--- config.mk ---
export PLATFORM = sky130hd
export DESIGN_NAME = cmd_decoder
export DESIGN_NICKNAME = d
export VERILOG_FILES = /design/src/rtl/cmd_pkg.sv /design/src/rtl/cmd_match.sv /design/src/rtl/cmd_seq_fsm.sv /design/src/rtl/id_rom.sv /design/src/rtl/cmd_decoder.sv
export SDC_FILE = /design/constraint.sdc
export NUM_CORES = 1
export LEC_CHECK = 0
export ABC_AREA = 1
export BUFFER_PORTS_ARGS = -buffer_cell sky130_fd_sc_hd__buf_2
export CORE_ASPECT_RATIO = 0.8
export CORE_MARGIN = 2
export CORE_UTILIZATION = 51
export CTS_BUF_LIST = sky130_fd_sc_hd__clkbuf_2 sky130_fd_sc_hd__clkbuf_4 sky130_fd_sc_hd__clkbuf_8
export CTS_CLUSTER_SIZE = 30
export DETAILED_ROUTE_END_ITERATION = 16
export GPL_ROUTABILITY_DRIVEN = 0
export PLACE_DENSITY = 0.87
export SYNTH_ARGS = -nofsm -noshare
export SYNTH_HDL_FRONTEND = slang
export SYNTH_SLANG_ARGS = --single-unit
--- constraint.sdc ---
create_clock -name clk_i -period 3.1 [get_ports clk_i]
set_clock_uncertainty 0.2 [all_clocks]
set_input_delay 0.465 -clock clk_i [delete_from_list [all_inputs] [get_ports clk_i]]
set_output_delay 0.465 -clock clk_i [all_outputs]
set_load 0.05 [all_outputs]
--- src/rtl/cmd_pkg.sv ---
package cmd_pkg;
  typedef enum logic [2:0] {
    SQ_IDLE, SQ_UNL1, SQ_UNL2, SQ_ARM, SQ_IDENT, SQ_BUSY, SQ_FAULT
  } seq_e;

  localparam logic [1:0] MODE_READ  = 2'd0;
  localparam logic [1:0] MODE_IDENT = 2'd1;
  localparam logic [1:0] MODE_BUSY  = 2'd2;
  localparam logic [1:0] MODE_FAULT = 2'd3;

  localparam int CMP_AW = 11;
  localparam int CMP_DW = 8;

  localparam logic [CMP_AW-1:0] KEY1_ADDR = 11'h555;
  localparam logic [CMP_AW-1:0] KEY2_ADDR = 11'h2AA;
  localparam logic [CMP_DW-1:0] KEY1_BYTE = 8'hAA;
  localparam logic [CMP_DW-1:0] KEY2_BYTE = 8'h55;
  localparam logic [CMP_DW-1:0] OP_IDENT  = 8'h90;
  localparam logic [CMP_DW-1:0] OP_WORD   = 8'hA0;
  localparam logic [CMP_DW-1:0] OP_MULTI  = 8'h20;
  localparam logic [CMP_DW-1:0] OP_RESET  = 8'hF0;
endpackage

--- src/rtl/cmd_match.sv ---
module cmd_match
  import cmd_pkg::*;
(
  input  logic [CMP_AW-1:0] addr_i,
  input  logic [CMP_DW-1:0] byte_i,
  output logic              key1_o,
  output logic              key2_o,
  output logic              op_ident_o,
  output logic              op_word_o,
  output logic              op_multi_o,
  output logic              rst_o
);
  logic at_cmd_addr;

  assign at_cmd_addr = (addr_i == KEY1_ADDR);
  assign key1_o      = at_cmd_addr && (byte_i == KEY1_BYTE);
  assign key2_o      = (addr_i == KEY2_ADDR) && (byte_i == KEY2_BYTE);
  assign op_ident_o  = at_cmd_addr && (byte_i == OP_IDENT);
  assign op_word_o   = at_cmd_addr && (byte_i == OP_WORD);
  assign op_multi_o  = at_cmd_addr && (byte_i == OP_MULTI);
  // reset byte is honoured at any address
  assign rst_o       = (byte_i == OP_RESET);
endmodule

--- src/rtl/cmd_seq_fsm.sv ---
module cmd_seq_fsm
  import cmd_pkg::*;
#(
  parameter int ADDR_W = 22,
  parameter int DATA_W = 16
) (
  input  logic              clk_i,
  input  logic              rst_ni,
  input  logic              wr_en_i,
  input  logic              hv_ok_i,
  input  logic [ADDR_W-1:0] wr_addr_i,
  input  logic [DATA_W-1:0] wr_data_i,
  input  logic              key1_i,
  input  logic              key2_i,
  input  logic              op_ident_i,
  input  logic              op_word_i,
  input  logic              op_multi_i,
  input  logic              rst_i,
  input  logic              pgm_done_i,
  input  logic              pgm_fail_i,
  output logic [1:0]        mode_o,
  output logic              prog_start_o,
  output logic [ADDR_W-1:0] prog_addr_o,
  output logic [DATA_W-1:0] prog_word_o,
  output logic              multi_start_o
);
  seq_e state_q, state_d;
  logic start_d, multi_d;
  logic wr_ok;

  assign wr_ok = wr_en_i && hv_ok_i;

  always_comb begin
    state_d = state_q;
    start_d = 1'b0;
    multi_d = 1'b0;
    unique case (state_q)
      SQ_BUSY: begin
        if (pgm_fail_i)      state_d = SQ_FAULT;
        else if (pgm_done_i) state_d = SQ_IDLE;
      end
      SQ_FAULT: begin
        if (wr_ok && rst_i) state_d = SQ_IDLE;
      end
      SQ_IDENT: begin
        if (wr_en_i && (!hv_ok_i || rst_i)) state_d = SQ_IDLE;
      end
      SQ_ARM: begin
        if (wr_ok) begin
          state_d = SQ_BUSY;
          start_d = 1'b1;
        end else if (wr_en_i) begin
          state_d = SQ_IDLE;
        end
      end
      SQ_UNL2: begin
        if (wr_ok) begin
          if (op_ident_i)      state_d = SQ_IDENT;
          else if (op_word_i)  state_d = SQ_ARM;
          else if (op_multi_i) begin
            state_d = SQ_BUSY;
            multi_d = 1'b1;
          end else state_d = SQ_IDLE;
        end else if (wr_en_i) begin
          state_d = SQ_IDLE;
        end
      end
      SQ_UNL1: begin
        if (wr_en_i) state_d = (wr_ok && key2_i) ? SQ_UNL2 : SQ_IDLE;
      end
      default: begin
        if (wr_en_i) state_d = (wr_ok && key1_i) ? SQ_UNL1 : SQ_IDLE;
      end
    endcase
  end

  always_ff @(posedge clk_i or negedge rst_ni) begin
    if (!rst_ni) begin
      state_q       <= SQ_IDLE;
      prog_start_o  <= 1'b0;
      multi_start_o <= 1'b0;
      prog_addr_o   <= '0;
      prog_word_o   <= '0;
    end else begin
      state_q       <= state_d;
      prog_start_o  <= start_d;
      multi_start_o <= multi_d;
      if (start_d) begin
        prog_addr_o <= wr_addr_i;
        prog_word_o <= wr_data_i;
      end
    end
  end

  always_comb begin
    unique case (state_q)
      SQ_IDENT: mode_o = MODE_IDENT;
      SQ_BUSY:  mode_o = MODE_BUSY;
      SQ_FAULT: mode_o = MODE_FAULT;
      default:  mode_o = MODE_READ;
    endcase
  end
endmodule

--- src/rtl/id_rom.sv ---
module id_rom #(
  parameter int               DATA_W   = 16,
  parameter logic [DATA_W-1:0] MFR_CODE = 16'h0020,
  parameter logic [DATA_W-1:0] DEV_CODE = 16'h888A
) (
  input  logic              clk_i,
  input  logic              rst_ni,
  input  logic              ident_i,
  input  logic              rd_en_i,
  input  logic [1:0]        rd_sel_i,
  output logic              id_valid_o,
  output logic [DATA_W-1:0] id_data_o
);
  logic [DATA_W-1:0] code;
  logic              hit;

  assign hit  = rd_en_i && ident_i;
  assign code = rd_sel_i[1] ? '0 : (rd_sel_i[0] ? DEV_CODE : MFR_CODE);

  always_ff @(posedge clk_i or negedge rst_ni) begin
    if (!rst_ni) begin
      id_valid_o <= 1'b0;
      id_data_o  <= '0;
    end else begin
      id_valid_o <= hit;
      id_data_o  <= hit ? code : '0;
    end
  end
endmodule

--- src/rtl/cmd_decoder.sv ---
module cmd_decoder
  import cmd_pkg::*;
#(
  parameter int ADDR_W = 22,
  parameter int DATA_W = 16
) (
  input  logic              clk_i,
  input  logic              rst_ni,
  input  logic              hv_ok_i,
  input  logic              wr_en_i,
  input  logic [ADDR_W-1:0] wr_addr_i,
  input  logic [DATA_W-1:0] wr_data_i,
  input  logic              rd_en_i,
  input  logic [1:0]        rd_sel_i,
  input  logic              pgm_done_i,
  input  logic              pgm_fail_i,
  output logic [1:0]        mode_o,
  output logic              prog_start_o,
  output logic [ADDR_W-1:0] prog_addr_o,
  output logic [DATA_W-1:0] prog_word_o,
  output logic              multi_start_o,
  output logic              id_valid_o,
  output logic [DATA_W-1:0] id_data_o
);
  logic key1, key2, op_ident, op_word, op_multi, rst_hit;
  logic [CMP_DW-1:0] cmd_byte;

  assign cmd_byte = wr_data_i[CMP_DW-1:0];

  cmd_match u_match (
    .addr_i     (wr_addr_i[CMP_AW-1:0]),
    .byte_i     (cmd_byte),
    .key1_o     (key1),
    .key2_o     (key2),
    .op_ident_o (op_ident),
    .op_word_o  (op_word),
    .op_multi_o (op_multi),
    .rst_o      (rst_hit)
  );

  cmd_seq_fsm #(.ADDR_W(ADDR_W), .DATA_W(DATA_W)) u_fsm (
    .clk_i         (clk_i),
    .rst_ni        (rst_ni),
    .wr_en_i       (wr_en_i),
    .hv_ok_i       (hv_ok_i),
    .wr_addr_i     (wr_addr_i),
    .wr_data_i     (wr_data_i),
    .key1_i        (key1),
    .key2_i        (key2),
    .op_ident_i    (op_ident),
    .op_word_i     (op_word),
    .op_multi_i    (op_multi),
    .rst_i         (rst_hit),
    .pgm_done_i    (pgm_done_i),
    .pgm_fail_i    (pgm_fail_i),
    .mode_o        (mode_o),
    .prog_start_o  (prog_start_o),
    .prog_addr_o   (prog_addr_o),
    .prog_word_o   (prog_word_o),
    .multi_start_o (multi_start_o)
  );

  id_rom #(.DATA_W(DATA_W)) u_id (
    .clk_i      (clk_i),
    .rst_ni     (rst_ni),
    .ident_i    (mode_o == MODE_IDENT),
    .rd_en_i    (rd_en_i),
    .rd_sel_i   (rd_sel_i),
    .id_valid_o (id_valid_o),
    .id_data_o  (id_data_o)
  );
endmodule

==> impl_metrics.yaml, run 1 <==
route:
  vias_per_cell: 4.86
  ant_nets: 0
  num_vias: 2112
  routed_wl_mm: 4.94
  drt_first_iter_violations: 117
  drc: 0
  drt_pass1_iterations: 5
  avgRoutedWirePerCell_um: 11.4
cts:
  clk_pin_slew_ns: 0.08
  clk_latency_ns: 0.29
  numCtsBuffers: 5
  ctsResizeCount: 0
  holdBufCountCts: 0
  cts_max_level: 2
  cts_root_buffer: "clkbuf_8"
  cts_tree: "built"
  numClockSinks: 46
  cts_setup_buffers: 0
  clk_path_buf_depth: 2
logic_synthesis:
  synth_top_area_share_pct: 52.1
  async_reset_ff_share_pct: 100
  synthFlopType: "dfrtp_1"
  synth-seq-cells: 46
  synth_common_cells: "nand2_1 (133), dfrtp_1 (46), nor2_1 (29)"
  synth_edf_count: 0
  synth_cell_types: 17
  synthCells: 289
  yosysSeqAreaShare_pct: 52.1
  yosys.area.top_type: "dfrtp_1"
  synthesis.area_um2: 2210
  yosys_warnings: 0
  syn_area_per_cell_um2: 7.65
  synth_area_leaders: "dfrtp_1 (52%), nand2_1 (23%), buf_4 (5.1%)"
  yosysMostFrequentCell: "nand2_1"
grt:
  grt_pass1_wl_mm: 8.29
  antenna_found_initial: 0
  grt_max_degree: 47
  grt_overflow_total: 0
  grt.total_usage_pct: 21.6
  met1_usage_pct: 26.5
  grt-busiest-layer: "met2"
  grt_pass1_vias: 2010
  grt_use_met2_pct: 34.2
  grtUsageMet3_pct: 7.23
timing:
  fin_crit_ns: 2.13
  fin_setup_tns_ns: 0
  worst_slew_pin_slew_ns: 0.977
  fmax_mhz: 470
  setup_viol: 0
  hold_viol: 0
  fin_crit_sh_pct: 68.6
  rsz0062_at_grt: "no"
  timing.slew.headroom_pct: 34.9
  slew_viol_final: 0
die:
  ioPinCount: 106
  rows: 21
  core_um2: 4180
  die_h_um: 62.9
  dieArea_um2: 4880
  die_w_um: 77.6
  start_util_pct: 52.9
critical_path:
  cp.required_ns: 2.43
  critPathMaxFanout: 7
  arrival_ns: 1.46
  worst_setup_path_end_kind: "output port"
  critPathLaunchType: "register"
  critical_path_class: "reg2out"
placement:
  port_buffers: 95
  hpwl_mm: 3.77
run_status:
  status: "finished, final reports clean"
final_layout:
  final_core_util_pct: 64.8
  drive_above_1_share_pct: 27.8
  area_growth_pct: 22.6
  nets: 426
  diodes: 0
power:
  leakagePower_nw: 1.72
  p_total_mw: 1.04
  power_density_nw_per_um2: 384
  peakVddDrop_v: 0.000297
hold_path:
  hold_path_class: "in2async"
run:
  drv_cap: 0
==> worst max-delay path: stages (launching register included) <==
cell and delay, ns:
dfrtp_1 0.44, inv_1 0.16, a21oi_1 0.18, nand2_1 0.09, inv_1 0.05, buf_2 0.25
==> power by group <==
part | switching, mW | internal, mW | leakage [nW]
Combinational | 0.0666 | 0.0262 | 1.03
Sequential | 0.0000000606 | 0.600 | 0.643
Clock | 0.177 | 0.172 | 0.0431
==> cell usage in the layout, fill, tap and decap left out, drive strengths merged <==
cell and n:
a21oi 2, buf 96, clkbuf 6, conb 10
dfrtp 46, inv 24, nand2 133, nand3 9
nand4 6, nor2 29, nor3 5, o21ai 11
o21bai 1
==> cells by family after synthesis <==
kind of cell	Yosys count	synth area share, %
buf+inv	46	11.8
compound gates	14	3.28
flops	46	52.1
other cells	1	0.170
simple gates	182	32.6
==> stage by stage <==
stage               hold slack [ns]  cells  cell area [um^2]  setup WS (ns)
floorplan                   -0.0306    298              2240           1.28
global placement              0.258    429              2630          0.991
detailed placement            0.261    429              2630          0.857
CTS                           0.113    435              2710          0.979
global route                  0.114    435              2710          0.747
finish                        0.124    435              2710          0.973
==> cell type report <==
cell class              count  area [um^2]
fillers                   386         1470
flip-flops and latches     46         1150
multi-input cells         206          831
repair buffers             96          483
inverters                  24         90.1
clock buffers               6         82.6
well taps                  57         71.3
==> state kept, by name, indices dropped and copies added, names as in the netlist <==
| signal | count |
|---|---|
| u_fsm.prog_addr_o | 22 |
| u_fsm.state_q | 3 |
| u_fsm.prog_word_o | 16 |
| u_fsm.multi_start_o | 1 |
| u_fsm.prog_start_o | 1 |
| u_id.id_valid_o | 1 |
| u_id.id_data_o | 2 |
==> path summary, 6_finish.rpt <==
check | endpoint | slack (ns) | cells after the start | start
min | u_fsm.prog_addr_o[17] | 0.12 | 1 | rst_ni
min reg2reg | u_fsm.prog_word_o[10] | 0.28 | 2 | u_fsm.prog_word_o[10]
min in group clk_i | u_id.id_data_o[11] | 0.13 | 2 | rd_sel_i[1]
max | mode_o[1] | 0.97 | 5 | u_fsm.state_q[2]
max in group asynchronous | u_fsm.prog_addr_o[13] | 1.96 | 1 | rst_ni
max reg2reg | u_fsm.prog_word_o[8] | 1.01 | 6 | u_fsm.state_q[0]
==> metal layers <==
layer / routed length [um] / part of all wire, % / vias to the layer above
li1: - / - / 1032
met1: 2110 / 43 / 943
met2: 2190 / 44 / 128
met3: 547 / 11 / 9
met4: 93 / 1.9 / 0
met5: 0 / 0 / -
Power figures use the tool's default switching activity.
==> run 2, diff against run 1 <==
CORE_UTILIZATION = 48   (was 51)
PLACE_DENSITY = 0.83   (was 0.87)
clock period = 2.2 ns   (was 3.1 ns; I/O delays follow)
==> run 2 against run 1 <==
Hold slack got worse by 0.10 ns; register-to-register slack got worse by 0.51 ns; flip-flop and latch count did not move; non-clock buffer count rose by 5; largest cell class unchanged.
==> impl_metrics.yaml, run 2 (synthesized netlist as in run 1, its figures left out) <==
run_status:
  status: "finished, final reports clean"
power:
  p_clk_share_pct: 37.1
  leakagePower_nw: 1.76
  swShare_pct: 22.9
  peakVddDrop_v: 0.000307
  p_int_mw: 1.21
  power_switching_mw: 0.357
  power_density_nw_per_um2: 559
  pwr-share-comb_pct: 8.8
  power.share.sequential_pct: 54.0
final_layout:
  area_growth_pct: 26.6
  final.fill_count: 430
  biggestRegsByFlops: "u_fsm.prog_addr_o x22, u_fsm.prog_word_o x16, u_fsm.state_q x3"
  stdcell_count: 445
  regArea_um2: 1150
  largest_reg_flops: 22
  nets: 431
  drive_above_1_share_pct: 28.3
  layout_commonest_cell: "nand2_1"
  multiInputGateArea_um2: 831
  largest_register: "u_fsm.prog_addr_o"
  diodes: 0
  final_cell_mix: "nand2_1 (133), buf_2 (95), dfrtp_1 (46)"
route:
  ant_nets: 0
  routed_wl_mm: 4.91
  avgRoutedWirePerCell_um: 11.0
  drc: 0
  drt_pass1_iterations: 4
  drt_first_iter_violations: 143
  vias_per_cell: 4.62
  num_vias: 2055
timing:
  hold_viol: 0
  slew_viol_final: 0
  rsz0062_at_grt: "no"
  layout_setup_ws_ns: 0.228
  timing.slew.headroom_pct: 63.4
  fin_crit_sh_pct: 89.6
  worst_slew_pin_slew_ns: 0.549
  fmax_mhz: 507
  fin_setup_tns_ns: 0
  setup_viol: 0
  fin_crit_ns: 1.97
cts:
  cts_max_level: 2
  cts_setup_buffers: 0
  holdBufCountCts: 3
  numClockSinks: 46
  cts_tree: "built"
  numCtsBuffers: 5
  clk_pin_slew_ns: 0.08
  clk_latency_ns: 0.29
  cts_root_buffer: "clkbuf_8"
  ctsResizeCount: 0
  clk_path_buf_depth: 2
die:
  core_um2: 4510
  ioPinCount: 106
  die_w_um: 79.9
  start_util_pct: 48.9
  dieArea_um2: 5170
  die_h_um: 64.7
  rows: 22
grt:
  grt_pass1_vias: 1912
  grt_max_degree: 34
  grt_overflow_total: 0
  antenna_found_initial: 0
  grt.total_usage_pct: 20.5
  grt_pass1_wl_mm: 8.22
placement:
  hpwl_mm: 3.79
  post-place-ws_ns: 0.489
  dpl.cell_count: 434
  port_buffers: 95
critical_path:
  cp.required_ns: 1.67
  arrival_ns: 1.44
  critPathMaxFanout: 7
  worst_setup_path_end_kind: "output port"
  critPathLaunchType: "register"
  critical_path_class: "reg2out"
hold_path:
  hold_path_class: "in2reg"
run:
  drv_cap: 0
==> run 2: path summary, 6_finish.rpt <==
kind / from / end / slack [ns] / cells after the start
max in group asynchronous: rst_ni / u_fsm.prog_addr_o[5] / 0.93 / 3
worst min-delay path: wr_addr_i[18] / u_fsm.prog_addr_o[18] / 0.02 / 3
worst max register to register: u_fsm.state_q[2] / u_fsm.state_q[2] / 0.50 / 7
worst max-delay path: u_fsm.state_q[2] / mode_o[1] / 0.23 / 5
worst min register to register: u_fsm.prog_addr_o[7] / u_fsm.prog_addr_o[7] / 0.28 / 2
min in group asynchronous: rst_ni / u_fsm.prog_word_o[9] / 0.36 / 2
==> run 2: layout make-up <==
class                           count  area share, %
Clock buffer                        8           3.94
Multi-Input combinational cell    206           29.7
Timing Repair Buffer              101           19.3
Inverter                           24           3.22
Tap cell                           60           2.68
Sequential cell                    46           41.1
==> run 2: worst max-delay path, cell delays in order (launching register included) <==
cell and delay [ns]:
dfrtp_1 0.43, inv_1 0.15, a21oi_1 0.18, nand2_1 0.09
inv_1 0.05, buf_2 0.25
==> run 2: metrics by stage <==
stage          instance area (um^2)  utilization (%)  hold slack, ns  total power [mW]
2_1_floorplan                  2240                -          -0.166             0.935
3_3_place_gp                   2660             58.9           0.146             0.995
3_5_place_dp                   2660             58.9           0.148             0.997
4_1_cts                        2800             62.0          0.0134              1.58
5_1_grt                        2800             62.0          0.0213              1.64
6_report                       2800             62.0          0.0200              1.56
==> run 2: power by group through the flow <==
| stage | Combinational, mW | Sequential (mW) | Clock (mW) |
|---|---|---|---|
| final | 0.138 | 0.845 | 0.580 |
| after CTS | 0.140 | 0.845 | 0.593 |
| after floorplan | 0.0731 | 0.862 | 0 |
| after global routing | 0.154 | 0.845 | 0.637 |
| after global placement | 0.134 | 0.861 | 0 |
| after detailed placement | 0.136 | 0.861 | 0 |
==> run 2: layer usage <==
metal	up-vias	routed length (um)	GRT usage (%)
met1	908	2270	27.4
met4	0	71	7.20
li1	1045	-	-
met2	91	2070	31.7
met5	-	0	0
met3	11	489	6.27
